[config.mk]
export PLATFORM = sky130hd
export DESIGN_NAME = stretch_phase_clk
export DESIGN_NICKNAME = d
export VERILOG_FILES = /design/src/rtl/stretch_clk_pkg.sv /design/src/rtl/sc_tick_div.sv /design/src/rtl/sc_stretch_div.sv /design/src/rtl/sc_phase_enc.sv /design/src/rtl/stretch_phase_clk.sv
export SDC_FILE = /design/constraint.sdc
export NUM_CORES = 1
export LEC_CHECK = 0
export BUFFER_PORTS_ARGS = -buffer_cell sky130_fd_sc_hd__clkbuf_2
export CORE_AREA = 2 2 39 41
export DETAILED_ROUTE_END_ITERATION = 6
export DIE_AREA = 0 0 41 43
export MAX_ROUTING_LAYER = met4
export SLEW_MARGIN = 20
export SYNTH_ARGS = -nofsm -noshare
export SYNTH_HDL_FRONTEND = slang
export SYNTH_SLANG_ARGS = --single-unit
export TNS_END_PERCENT = 100
[constraint.sdc]
create_clock -name clk -period 2.29 [get_ports clk]
set_clock_uncertainty 0.15 [all_clocks]
set_input_delay 0.1145 -clock clk [delete_from_list [all_inputs] [get_ports clk]]
set_output_delay 0.1145 -clock clk [all_outputs]
set_load 0.01 [all_outputs]
[src/rtl/stretch_clk_pkg.sv]
package stretch_clk_pkg;

    // Bundle of the four externally visible clock signals.
    typedef struct packed {
        logic phi1;
        logic phi2;
        logic ref_fast;
        logic ref_slow;
    } phase_out_t;

    // Divider-stage state handed from the slow stage to the encoder.
    typedef struct packed {
        logic slow;    // current cycle is a stretched one
        logic second;  // in the second nominal period of a stretched cycle
    } stretch_state_t;

    // Master ticks per nominal phase period.
    function automatic int tick_ratio(input int master_hz, input int phase_hz);
        return master_hz / phase_hz;
    endfunction

    // Width of a counter that must hold 0 .. n-1.
    function automatic int count_width(input int n);
        return (n <= 2) ? 1 : $clog2(n);
    endfunction

endpackage

[src/rtl/sc_tick_div.sv]
module sc_tick_div
    import stretch_clk_pkg::*;
#(
    parameter int RATIO = 4
) (
    input  logic clk,
    input  logic rst,
    output logic wrap,
    output logic upper_half
);
    localparam int CW   = count_width(RATIO);
    localparam int HALF = RATIO / 2;
    localparam logic [CW-1:0] LAST  = CW'(RATIO - 1);
    localparam logic [CW-1:0] HALFV = CW'(HALF);

    logic [CW-1:0] cnt_q;

    always_ff @(posedge clk) begin
        if (rst) begin
            cnt_q <= '0;
        end else if (cnt_q == LAST) begin
            cnt_q <= '0;
        end else begin
            cnt_q <= cnt_q + 1'b1;
        end
    end

    assign wrap       = (cnt_q == LAST);
    assign upper_half = (cnt_q >= HALFV);
endmodule

[src/rtl/sc_stretch_div.sv]
module sc_stretch_div
    import stretch_clk_pkg::*;
(
    input  logic           clk,
    input  logic           rst,
    input  logic           wrap,
    input  logic           slow_sel,
    output stretch_state_t st
);
    stretch_state_t st_q;
    logic           cycle_end;

    // A cycle ends at the last tick of a nominal period, unless a
    // stretched cycle still has its second period ahead.
    assign cycle_end = wrap && (!st_q.slow || st_q.second);

    always_ff @(posedge clk) begin
        if (rst) begin
            st_q <= '0;
        end else if (cycle_end) begin
            st_q.slow   <= slow_sel;
            st_q.second <= 1'b0;
        end else if (wrap) begin
            st_q.second <= 1'b1;
        end
    end

    assign st = st_q;
endmodule

[src/rtl/sc_phase_enc.sv]
module sc_phase_enc
    import stretch_clk_pkg::*;
(
    input  logic           upper_half,
    input  stretch_state_t st,
    output phase_out_t     po
);
    always_comb begin
        po.ref_fast = upper_half;
        po.ref_slow = st.slow && st.second;
        po.phi1     = !po.ref_fast && !po.ref_slow;
        po.phi2     = !po.phi1;
    end
endmodule

[src/rtl/stretch_phase_clk.sv]
module stretch_phase_clk
    import stretch_clk_pkg::*;
#(
    parameter int MASTER_HZ = 3_200_000,
    parameter int PHASE_HZ  = 800_000
) (
    input  logic clk,
    input  logic rst,
    input  logic slow_sel,
    output logic phi1,
    output logic phi2,
    output logic ref_fast,
    output logic ref_slow
);
    localparam int RATIO = tick_ratio(MASTER_HZ, PHASE_HZ);

    // ratio must split evenly into two phases
    generate
        if (RATIO < 2 || (RATIO % 2) != 0) begin : g_bad_ratio
            $error("stretch_phase_clk: tick ratio must be even and >= 2");
        end
    endgenerate

    logic           wrap;
    logic           upper_half;
    stretch_state_t st;
    phase_out_t     po;

    sc_tick_div #(.RATIO(RATIO)) u_tick (
        .clk        (clk),
        .rst        (rst),
        .wrap       (wrap),
        .upper_half (upper_half)
    );

    sc_stretch_div u_stretch (
        .clk      (clk),
        .rst      (rst),
        .wrap     (wrap),
        .slow_sel (slow_sel),
        .st       (st)
    );

    sc_phase_enc u_enc (
        .upper_half (upper_half),
        .st         (st),
        .po         (po)
    );

    assign phi1     = po.phi1;
    assign phi2     = po.phi2;
    assign ref_fast = po.ref_fast;
    assign ref_slow = po.ref_slow;
endmodule

==> results of run 1 <==
-- registers in the layout, indices dropped and copies added (netlist names) --
register and count:
u_tick.cnt_q 2, u_stretch.st 2
-- area by class of cell --
class,count,area [sq um]
fillers,157,1110
multi-input cells,14,97.59
flip-flops and latches,4,80.08
repair buffers,8,50.05
clock buffers,3,22.52
well taps,16,20.02
inverters,1,3.754
-- placed cells by master (no fill, tap or decap), drive strengths merged --
| master | netlist | routed |
|---|---|---|
| inv | 1 | 1 |
| nand2 | 1 | 1 |
| dfxtp | 4 | 4 |
| dlygate4sd3 | 0 | 2 |
| or2 | 2 | 2 |
| nand3b | 1 | 1 |
| clkbuf | 0 | 9 |
| nor3 | 2 | 2 |
| nand2b | 1 | 1 |
| nor2 | 1 | 1 |
| a21oi | 2 | 2 |
| a21bo | 1 | 1 |
| ha | 2 | 2 |
| and2 | 1 | 1 |
-- cells in the mapped netlist --
cell type,instances,area [sq um]
or2_1,1,6.260
nand3b_1,1,7.510
or2_4,1,8.760
ha_1,2,25.02
a21oi_1,2,10.01
nand2_1,1,3.750
nor2_1,1,3.750
dfxtp_1,4,80.08
nand2b_1,1,6.260
a21bo_2,1,10.01
inv_1,1,3.750
nor3_1,2,10.01
and2_1,1,6.260
-- layer usage --
| layer | wire length (um) | global-route usage [%] | vias up |
|---|---|---|---|
| met3 | 32 | 3.141 | 0 |
| met1 | 104 | 3.846 | 73 |
| met4 | 0 | 8.000 | 0 |
| li1 | - | - | 86 |
| met5 | 0 | - | - |
| met2 | 150 | 5.313 | 5 |
-- logic make-up (layout without fill, tap and decap cells) --
logic type               after synthesis  after routing  synth area share (%)
AO/OA/AOI/OAI                          3              3                 11.03
adder cells (fa/ha/maj)                2              2                 13.79
buffers and inverters                  1             12                 2.067
flip-flops                             4              4                 44.14
AND/OR/NAND/NOR                        9              9                 28.97
-- path summary, 6_finish.rpt --
check / slack (ns) / from / end / cells past startpoint
setup / recovery: 0.61 / u_tick.cnt_q[0] / u_stretch.st[1] / 4
hold / removal: 0.29 / u_tick.cnt_q[0] / u_tick.cnt_q[0] / 1
setup reg to reg: 0.61 / u_tick.cnt_q[0] / u_stretch.st[1] / 4
hold reg to reg: 0.29 / u_tick.cnt_q[0] / u_tick.cnt_q[0] / 1
-- through the flow --
| stage | power, mW | area (sq um) | utilization, % |
|---|---|---|---|
| global placement | 0.1228 | 231.5 | 16.73 |
| detailed placement | 0.1237 | 231.5 | 16.73 |
| floorplan | 0.1075 | 181.4 | - |
| global route | 0.2250 | 274.0 | 19.80 |
| CTS | 0.2160 | 274.0 | 19.80 |
| finish | 0.2086 | 274.0 | 19.80 |
-- worst max-delay path: cells and delay by family, from the launching register on --
family | cells | cell delay, ns
AOI/OAI and AO/OA | 2 | 0.36
DFF | 1 | 0.31
buffers and inverters | 1 | 0.55
adders and majority gates | 1 | 0.26
-- power by group --
group / total [mW] / leakage [nW] / switching (mW) / internal (mW)
clock: 0.0844 / 0.0138 / 0.0260 / 0.0584
sequential: 0.0793 / 0.0328 / 0.00374 / 0.0756
combinational: 0.0449 / 0.0809 / 0.0208 / 0.0241
total: 0.209 / 0.127 / 0.0505 / 0.158
==> flow_summary.toml, run 1 <==
[status]
status = "completed"

[cells_and_area]
finalNonFillerCells = 46
final_layout_size_suffix_gt1_share_pct = 36.67
area_growth_syn_to_layout_pct = 51.03
n_antenna_cell = 0
nNetsFinal = 37

[global_routing]
grt_pass1_vias = 143
antenna_found_initial = 0
grt_overflow_total = 0
grt_start_max_net_pins = 7
grt_pass1_wl_um = 462
grt_util_all_layers_pct = 4.830

[clock_tree]
tritoncts = "yes"
cts_root_buf = "clkbuf_4"
ctsResizeCount = 0
cts.sinks = 4
numCtsBuffers = 3
clk_pin_slew_ns = 0.04
clk_latency_ns = 0.23
postCtsSetupRepairBufs = 0
ctsHoldBuffers = 2
htree_num_levels = 1
clk_path_buf_depth = 2

[sta]
slew_violations = 0
final.min_clock_period_ns = 1.685
setup_ws_ns = 0.6054
setup_viol = 0
max_freq_mhz = 593.6
worst_pin_slew_ns = 0.1838
slew_headroom_pct = 87.74
fin_crit_sh_pct = 73.56
whs_ns = 0.2939
hold_viol = 0
rsz0062_at_grt = "no"
tns_ns = 0

[setup_path]
critPathArrivalTime_ns = 1.70
startpoint_type = "flip-flop"
cp_data_required_time_ns = 2.31
cp_max_fo = 6
end_kind = "flip-flop"
slowest_delay_ns = 0.55
path_cells = "ha_1 > a21bo_2 > a21oi_1 > dlygate4sd3_1"
slowest_stage = "dlygate4sd3_1"
worst-setup-path-type = "flip-flop to flip-flop"

[synthesis]
synth_warnings = 0
ys_seq_area_share_pct = 44.14
synthDistinctLibCells = 13
syn_area_per_cell_sq_um = 9.549
ys_ff_latch = 4
syn-cell-area_sq_um = 181.4
netlist_instances = 19
synth_nets = 24

[placed_design]
portBuffers = 6
dp_cells = 41
dp_slack_ns = 0.8592
globalplace.congestion = 0.6115

[die]
die_y_um = 43
die-area_sq_mm = 0.001763
core_region_area_sq_mm = 0.001384
start_util_pct = 13.11
ioPinCount = 7
rows = 14
die_w_um = 41

[detailed_routing]
wire_per_inst_um = 6.239
via_per_inst = 3.565
firstDrtPassIters = 1
via_count = 164
drc = 0
drt-total-wl_um = 287
ant_nets = 0
drtIter0Drc = 0

[worst_hold_path]
hold_class = "flip-flop to flip-flop"

[pwr]
power.density_mw_per_mm2 = 761.4
leakage_nw = 0.1275
ir_drop_uv = 142.8

[flow_run]
cap_violations = 0
Power figures use the tool's default switching activity.
==> run 2, diff against run 1 <==
clock period = 1.5 ns   (was 2.29 ns; I/O delays follow)
==> run 2 against run 1 <==
The run now ends with setup timing left. Core utilization increased by 0.81 points. Count of clock-buffer cells in the layout stayed put. First-iteration DRC count increased by 2. Clock power increased by 55%. Hold slack improved by 0.041 ns. Non-clock buffer count increased by 1. Register-to-register slack worse by 0.36 ns. Global-route usage rose by 0.31 points. Worst setup slack got worse by 0.63 ns. Via count up 3.7%. Critical path type is now flip-flop to primary output. Largest cell class unchanged.
==> flow_summary.toml, run 2 (synthesis gave the netlist of run 1 again) <==
[detailed_routing]
drt-total-wl_um = 342
ant_nets = 0
via_per_inst = 3.617
drtIter0Drc = 2
wire_per_inst_um = 7.277
firstDrtPassIters = 4
via_count = 170
drc = 0

[global_routing]
grt_util_all_layers_pct = 5.139
grt_pass1_vias = 151
antenna_found_initial = 0
grt_overflow_total = 0
grt_start_max_net_pins = 7
grt_pass1_wl_um = 496

[cells_and_area]
n_antenna_cell = 0
area_growth_syn_to_layout_pct = 57.24
final_layout_size_suffix_gt1_share_pct = 48.39
layout.cells.most_common = "clkbuf_2"
post-route-util_pct = 20.61
nNetsFinal = 38
final_cell_area_sq_um = 285.3
final_cell_mix = "clkbuf_2, clkbuf_4, dfxtp_1"

[setup_path]
critPathArrivalTime_ns = 1.30
worst-setup-path-type = "flip-flop to primary output"
startpoint_type = "flip-flop"
cp_data_required_time_ns = 1.27
end_kind = "primary output"
cp_max_fo = 3

[sta]
rsz0062_at_grt = "yes"
setup_ws_ns = -0.02002
slew_violations = 0
final.min_clock_period_ns = 1.520
max_freq_mhz = 657.9
setup_viol = 1
fin_crit_sh_pct = 101.3
worst_pin_slew_ns = 0.1913
hold_viol = 0
slew_headroom_pct = 87.25

[die]
rows = 14
die-area_sq_mm = 0.001763
ioPinCount = 7
start_util_pct = 13.11
die_y_um = 43
core_region_area_sq_mm = 0.001384
die_w_um = 41

[clock_tree]
cts_root_buf = "clkbuf_4"
clk_latency_ns = 0.23
numCtsBuffers = 3
clk_pin_slew_ns = 0.04
clk_path_buf_depth = 2
tritoncts = "yes"
htree_num_levels = 1
cts.sinks = 4

[placed_design]
postPlaceCellArea_sq_um = 231.5
portBuffers = 6
dp_slack_ns = 0.1114
hpwl_um = 232.5
globalplace.congestion = 0.6022

[status]
status = "finished with violations"
violations = "setup timing"

[pwr]
leakage_nw = 0.1279
ir_drop_uv = 174.2
power.density_mw_per_mm2 = 1155

[flow_run]
cap_violations = 0

[worst_hold_path]
hold_class = "flip-flop to flip-flop"
-- run 2: cell count changes in the layout (fill, tap and decap cells not counted), sizes merged --
cell | previous run | this run
buf | 0 | 1
-- run 2: final timing paths --
check | startpoint | to | depth (start not counted) | slack [ns]
max | u_tick.cnt_q[0] | phi2 | 5 | -0.02
min | u_stretch.st[0] | u_stretch.st[0] | 2 | 0.34
max reg2reg | u_tick.cnt_q[0] | u_stretch.st[1] | 4 | 0.25
min reg2reg | u_stretch.st[0] | u_stretch.st[0] | 2 | 0.34
-- run 2: repair_timing --
item | CTS | global route
resized for setup | 3 | 0
endpoints found under the setup margin | 2 | 1
hold buffers | 2 | 0
pin swaps | 2 | 0
buffers inserted | 1 | 0
hold endpoints to repair | 4 | 0
-- run 2: area by class of cell --
type / count / area (sq um)
fill: 158 / 1099
multi-input combinational: 14 / 100.1
sequential: 4 / 81.33
timing repair buffer: 9 / 57.56
clock buffer: 3 / 22.52
tap: 16 / 20.02
inverter: 1 / 3.754
-- run 2: per-stage QoR --
step | setup TNS (ns) | cells | hold WS [ns] | power, mW
final | -0.02002 | 47 | 0.3353 | 0.3296
after detailed placement | 0 | 41 | 0.1486 | 0.1904
after global placement | 0 | 41 | 0.1470 | 0.1874
after floorplan | 0 | 19 | -0.005934 | 0.1642
after CTS | -0.02984 | 47 | 0.3379 | 0.3374
after global routing | -0.08494 | 47 | 0.3691 | 0.3530
-- run 2: power by group --
| group | switching (mW) | total (mW) | internal, mW |
|---|---|---|---|
| Combinational | 0.0344 | 0.0764 | 0.0420 |
| Sequential | 0.00594 | 0.122 | 0.116 |
| Clock | 0.0419 | 0.131 | 0.0893 |
| Total | 0.0823 | 0.330 | 0.247 |
-- run 2: routing by layer --
metal | GRT usage [%] | share of wire [%] | vias up
li1 | - | - | 87
met1 | 4.487 | 38 | 78
met2 | 5.625 | 52 | 5
met3 | 3.141 | 9.9 | 0
met4 | 8.000 | 0 | 0
met5 | - | 0 | -
-- run 2: critical path, stage by stage (launching register included) --
cell	delay [ns]
dfxtp_2	0.32
inv_2	0.03
ha_2	0.16
or2_4	0.22
or2_1	0.20
clkbuf_2	0.12
